--- src/rtl/ts_pkg.sv ---
package ts_pkg;
  typedef enum logic [1:0] {
    RXM_OFF    = 2'b00,
    RXM_V1_UDP = 2'b01,
    RXM_V2_EVT = 2'b10,
    RXM_ALL    = 2'b11
  } rx_mode_e;

  localparam logic [15:0] PTP_ETHERTYPE = 16'h88F7;
  localparam logic [3:0]  V2_EVENT_LAST = 4'd3;
  localparam logic [3:0]  VER_ONE       = 4'd1;
  localparam logic [3:0]  VER_TWO       = 4'd2;
  localparam int          NUM_DIR       = 2;
  localparam int          DIR_TX        = 0;
  localparam int          DIR_RX        = 1;
endpackage

--- src/rtl/ts_rx_qualify.sv ---
module ts_rx_qualify
  import ts_pkg::*;
#(
  parameter int PORT_W = 16,
  parameter int CODE_W = 8
) (
  input  logic [1:0]        mode,
  input  logic [PORT_W-1:0] cfg_port,
  input  logic [CODE_W-1:0] cfg_code,
  input  logic              l2_filter_en,
  input  logic              l2_stamp_en,
  input  logic              is_l2,
  input  logic [15:0]       ethertype,
  input  logic              is_udp,
  input  logic [PORT_W-1:0] udp_dport,
  input  logic [3:0]        ptp_ver,
  input  logic [3:0]        msg_type,
  input  logic [CODE_W-1:0] v1_ctrl,
  output logic              hit
);
  logic port_ok;
  logic l2_ok;
  logic v1_ok;
  logic v2_ok;

  always_comb begin
    port_ok = is_udp && (udp_dport == cfg_port);
    l2_ok   = is_l2 && (ethertype == PTP_ETHERTYPE) && l2_filter_en && l2_stamp_en;
    v1_ok   = port_ok && (ptp_ver == VER_ONE) && (v1_ctrl == cfg_code);
    v2_ok   = (port_ok || l2_ok) && (ptp_ver == VER_TWO) && (msg_type <= V2_EVENT_LAST);
    unique case (rx_mode_e'(mode))
      RXM_V1_UDP: hit = v1_ok;
      RXM_V2_EVT: hit = v2_ok;
      default:    hit = 1'b0;
    endcase
  end
endmodule

--- src/rtl/ts_capture_slot.sv ---
module ts_capture_slot #(
  parameter int TIME_W = 64
) (
  input  logic              clk,
  input  logic              rst,
  input  logic              enable,
  input  logic              req,
  input  logic              release_rd,
  input  logic [TIME_W-1:0] time_in,
  output logic              valid,
  output logic [TIME_W-1:0] stamp,
  output logic              took
);
  logic grab;

  always_comb grab = enable && req && !valid;

  always_ff @(posedge clk) begin
    if (rst) begin
      valid <= 1'b0;
      stamp <= '0;
      took  <= 1'b0;
    end else begin
      took <= grab;
      if (grab) begin
        valid <= 1'b1;
        stamp <= time_in;
      end else if (release_rd) begin
        valid <= 1'b0;
      end
    end
  end

  a_r4_lock_hold: assert property (@(posedge clk) disable iff (rst)
    valid && !release_rd |=> valid && $stable(stamp));
  a_r5_release: assert property (@(posedge clk) disable iff (rst)
    valid && release_rd |=> !valid);
  a_r3_disabled_no_capture: assert property (@(posedge clk) disable iff (rst)
    !enable |=> !$rose(valid));
  a_r9_took_means_new: assert property (@(posedge clk) disable iff (rst)
    took |-> $rose(valid));
endmodule

--- src/rtl/ts_capture_latch.sv ---
module ts_capture_latch
  import ts_pkg::*;
#(
  parameter int TIME_W = 64,
  parameter int PORT_W = 16,
  parameter int CFG_W  = 32,
  parameter int CODE_W = 8
) (
  input  logic              clk,
  input  logic              rst,
  input  logic [TIME_W-1:0] time_now,
  input  logic              tx_enable,
  input  logic              rx_enable,
  input  logic [1:0]        rx_mode,
  input  logic [CFG_W-1:0]  rx_match_cfg,
  input  logic              l2_filter_en,
  input  logic              l2_stamp_en,
  input  logic              tx_frame_stb,
  input  logic              tx_stamp_req,
  input  logic              rx_frame_stb,
  input  logic              rx_is_l2,
  input  logic [15:0]       rx_ethertype,
  input  logic              rx_is_udp,
  input  logic [PORT_W-1:0] rx_udp_dport,
  input  logic [3:0]        rx_ptp_ver,
  input  logic [3:0]        rx_msg_type,
  input  logic [CODE_W-1:0] rx_v1_ctrl,
  input  logic              tx_hi_read,
  input  logic              rx_hi_read,
  output logic              tx_stamp_valid,
  output logic [TIME_W-1:0] tx_stamp,
  output logic              rx_stamp_valid,
  output logic [TIME_W-1:0] rx_stamp,
  output logic              rx_desc_ts
);
  localparam int PORT_LSB = CFG_W - PORT_W;

  logic              rx_hit;
  logic [NUM_DIR-1:0] d_en, d_req, d_rel, d_valid, d_took;
  logic [TIME_W-1:0]  d_stamp [NUM_DIR];

  ts_rx_qualify #(.PORT_W(PORT_W), .CODE_W(CODE_W)) u_qual (
    .mode         (rx_mode),
    .cfg_port     (rx_match_cfg[CFG_W-1:PORT_LSB]),
    .cfg_code     (rx_match_cfg[CODE_W-1:0]),
    .l2_filter_en (l2_filter_en),
    .l2_stamp_en  (l2_stamp_en),
    .is_l2        (rx_is_l2),
    .ethertype    (rx_ethertype),
    .is_udp       (rx_is_udp),
    .udp_dport    (rx_udp_dport),
    .ptp_ver      (rx_ptp_ver),
    .msg_type     (rx_msg_type),
    .v1_ctrl      (rx_v1_ctrl),
    .hit          (rx_hit)
  );

  always_comb begin
    d_en[DIR_TX]  = tx_enable;
    d_req[DIR_TX] = tx_frame_stb && tx_stamp_req;
    d_rel[DIR_TX] = tx_hi_read;
    d_en[DIR_RX]  = rx_enable;
    d_req[DIR_RX] = rx_frame_stb && rx_hit;
    d_rel[DIR_RX] = rx_hi_read;
  end

  for (genvar d = 0; d < NUM_DIR; d++) begin : g_dir
    ts_capture_slot #(.TIME_W(TIME_W)) u_slot (
      .clk        (clk),
      .rst        (rst),
      .enable     (d_en[d]),
      .req        (d_req[d]),
      .release_rd (d_rel[d]),
      .time_in    (time_now),
      .valid      (d_valid[d]),
      .stamp      (d_stamp[d]),
      .took       (d_took[d])
    );
  end

  assign tx_stamp_valid = d_valid[DIR_TX];
  assign tx_stamp       = d_stamp[DIR_TX];
  assign rx_stamp_valid = d_valid[DIR_RX];
  assign rx_stamp       = d_stamp[DIR_RX];
  assign rx_desc_ts     = d_took[DIR_RX];

  a_r8_off_no_mark: assert property (@(posedge clk) disable iff (rst)
    (rx_mode == 2'b00 || rx_mode == 2'b11) |=> !rx_desc_ts);
  a_r9_mark_needs_strobe: assert property (@(posedge clk) disable iff (rst)
    !rx_frame_stb |=> !rx_desc_ts);
  a_r4_locked_no_mark: assert property (@(posedge clk) disable iff (rst)
    rx_stamp_valid |=> !rx_desc_ts);
  a_r2_tx_no_req_no_rise: assert property (@(posedge clk) disable iff (rst)
    !(tx_frame_stb && tx_stamp_req) |=> !$rose(tx_stamp_valid));
endmodule

--- config.mk ---
export PLATFORM = sky130hd
export DESIGN_NAME = ts_capture_latch
export DESIGN_NICKNAME = d
export VERILOG_FILES = /design/src/rtl/ts_pkg.sv /design/src/rtl/ts_rx_qualify.sv /design/src/rtl/ts_capture_slot.sv /design/src/rtl/ts_capture_latch.sv
export SDC_FILE = /design/constraint.sdc
export NUM_CORES = 1
export LEC_CHECK = 0
export ABC_AREA = 1
export CORE_AREA = 5 5 111 113
export DETAILED_ROUTE_END_ITERATION = 8
export DIE_AREA = 0 0 116 118
export DONT_BUFFER_PORTS = 1
export PLACE_DENSITY = 0.75
export SYNTH_ARGS = -nofsm -noshare
export SYNTH_HDL_FRONTEND = slang
export SYNTH_HIERARCHICAL = 1
export SYNTH_SLANG_ARGS = --single-unit
--- constraint.sdc ---
create_clock -name clk -period 2.75 [get_ports clk]
set_input_delay 0.4125 -clock clk [delete_from_list [all_inputs] [get_ports clk]]
set_output_delay 0.4125 -clock clk [all_outputs]
set_load 0.03 [all_outputs]
==> impl_metrics.tcl <==
set metrics [dict create \
    clkSlewWorstSetupHoldPaths_ps 60 \
    dr_wl_met2_microns 6930 \
    final_common_cell "nand2_1" \
    setup_viol 0 \
    h-tree-depth 4 \
    p_per_area_nw_per_um2 704 \
    fillCellCount 1062 \
    cellLeakagePower_uw 0.00375 \
    final_cell_mix "nand2_1 (312), nor2_1 (280), inv_1 (168)" \
    drt_iter0_drc 394 \
    pin_count 290 \
    fin_crit_sh_pct 64.4 \
    wirelength_microns 15300 \
    root_buffer "clkbuf_16" \
    synth_area_per_cell_sq_um 6.12 \
    wl_met1_microns 6190 \
    min-delay-path-class "in2reg" \
    drc 0 \
    clkLatencyLatePin_ps 400 \
    synthCells 966 \
    max_slew_margin_pct 59.8 \
    grt_setup_unrepaired "no" \
    antenna_cells 0 \
    place_inst 1074 \
    cp.arrival_ps 2060 \
    die_x_microns 116 \
    ir_drop_v 0.000624 \
    final.setup.tns_ps 0 \
    finalPower_uw 4650 \
    regArea_sq_um 2620 \
    hpwl_microns 11000 \
    crit_slowest_cell "nor3_1" \
    maxUsedRoutingLayer "met4" \
    pre_cts_slack_ps 751 \
    cts_tree "built" \
    clock_path_buffers 2 \
    io_buffers 0 \
    dr.pass1.iters 5 \
    timing.fmax_ghz 0.565 \
    worstPathRequired_ps 3040 \
    hold_buffers 0 \
    vias 5066 \
    setup_ws_ps 980 \
    crit_path_max_incr_delay_ps 270 \
    finalNonFillerCells 1106 \
    syn-num-nets 1127 \
    finalHoldViolations 0 \
    synth_area_sq_um 5910 \
    cp_num_buf_inv 4 \
    path_class "in2reg" \
    antenna_left 0 \
    cts.sink_count 131 \
    nets 1111 \
    crit_chain "inv_1 > nor3_1 > nand4_1 > nor2_1 > nand2_1 > nand2_1 > inv_1 > nor2_2 > nand2_1 > inv_1 > nand3_4 > buf_12 > nor2_1 > nor2_1" \
    gp_congestion 0.906 \
    grt-ovfl-total 0 \
    yosysWarnings 6 \
    path_delay_family "simple AND/OR/NAND/NOR gates" \
    grt_start_max_net_pins 131 \
    start_kind "input port" \
    cap_violations 0 \
    skew_ps 6.04 \
    cts_buffers 17 \
    worst_setup_path_end_kind "register" \
    via_per_inst 4.58 \
    wl_per_cell_microns 13.8 \
    core-area_sq_um 11200 \
    tightest_slew_ps 603 \
    drive_gt1_share_pct 4.67 \
    num_rows 39 \
    start_util_pct 52.7 \
    maxSlewViolCount 0 \
    design.die.area_sq_um 13700 \
    multi_input_area_sq_um 2450 \
    cts_resized 0 \
    grt_pass1_vias 4640 \
    grt_usage_pct 21.6 \
    grt_pass1_wl_microns 23400 \
    period_minus_slack_ps 1770 \
    antenna_found_initial 0 \
    worstPathMaxFanout 130 \
    die_h_microns 118 \
    postCtsSetupBuffers 0 \
    wl_met3_microns 2070 \
    outcome "finished clean" \
    area_growth_pct 11.8 \
]
## power by group
part           switching, uW  internal [uW]  leakage [uW]
logic                    143           79.0       0.00238
clock network            785           1560      0.000300
registers                136           1950       0.00106
total                   1060           3590       0.00375
## worst paths after layout
check / endpoint / slack [ps] / from / cells past startpoint
setup / recovery: g_dir[1].u_slot/stamp[33]$_SDFFE_PP0P_ / 980 / rx_ptp_ver[1] / 14
hold / removal: g_dir[1].u_slot/valid$_SDFFE_PP0P_ / 80 / rst / 1
setup reg to reg: g_dir[0].u_slot/stamp[55]$_SDFFE_PP0P_ / 1090 / g_dir[0].u_slot/valid$_SDFFE_PP0P_ / 6
hold reg to reg: g_dir[1].u_slot/stamp[18]$_SDFFE_PP0P_ / 660 / g_dir[1].u_slot/stamp[18]$_SDFFE_PP0P_ / 4
## state kept, by name, indices dropped and copies added, names as in the netlist
name and count:
g_dir.u_slot/valid 2, g_dir.u_slot/took 1, g_dir.u_slot/stamp 128
## final cells by class
| class | instances | area share [%] |
|---|---|---|
| Sequential cell | 131 | 39.7 |
| Multi-Input combinational cell | 623 | 37.1 |
| Inverter | 172 | 9.77 |
| Clock buffer | 22 | 7.03 |
| Tap cell | 143 | 2.71 |
| Clock inverter | 10 | 2.35 |
| Timing Repair Buffer | 5 | 1.33 |
## stage by stage
| stage | cell area, sq um | utilization (%) | hold WS [ps] |
|---|---|---|---|
| final | 6610 | 58.9 | 76.6 |
| after global routing | 6610 | 58.9 | 57.8 |
| after CTS | 6610 | 58.9 | 53.9 |
| after detailed placement | 5990 | 53.3 | 488 |
| after global placement | 5990 | 53.3 | 487 |
| after floorplan | 5910 | - | 482 |
## metal layers
| layer | global-route usage, % | vias up |
|---|---|---|
| met1 | 26.4 | 2169 |
| met3 | 11.6 | 9 |
| met4 | 5.29 | 0 |
| met5 | 0 | - |
| li1 | - | 2701 |
| met2 | 33.3 | 187 |
(Power assumes the default switching activity.)
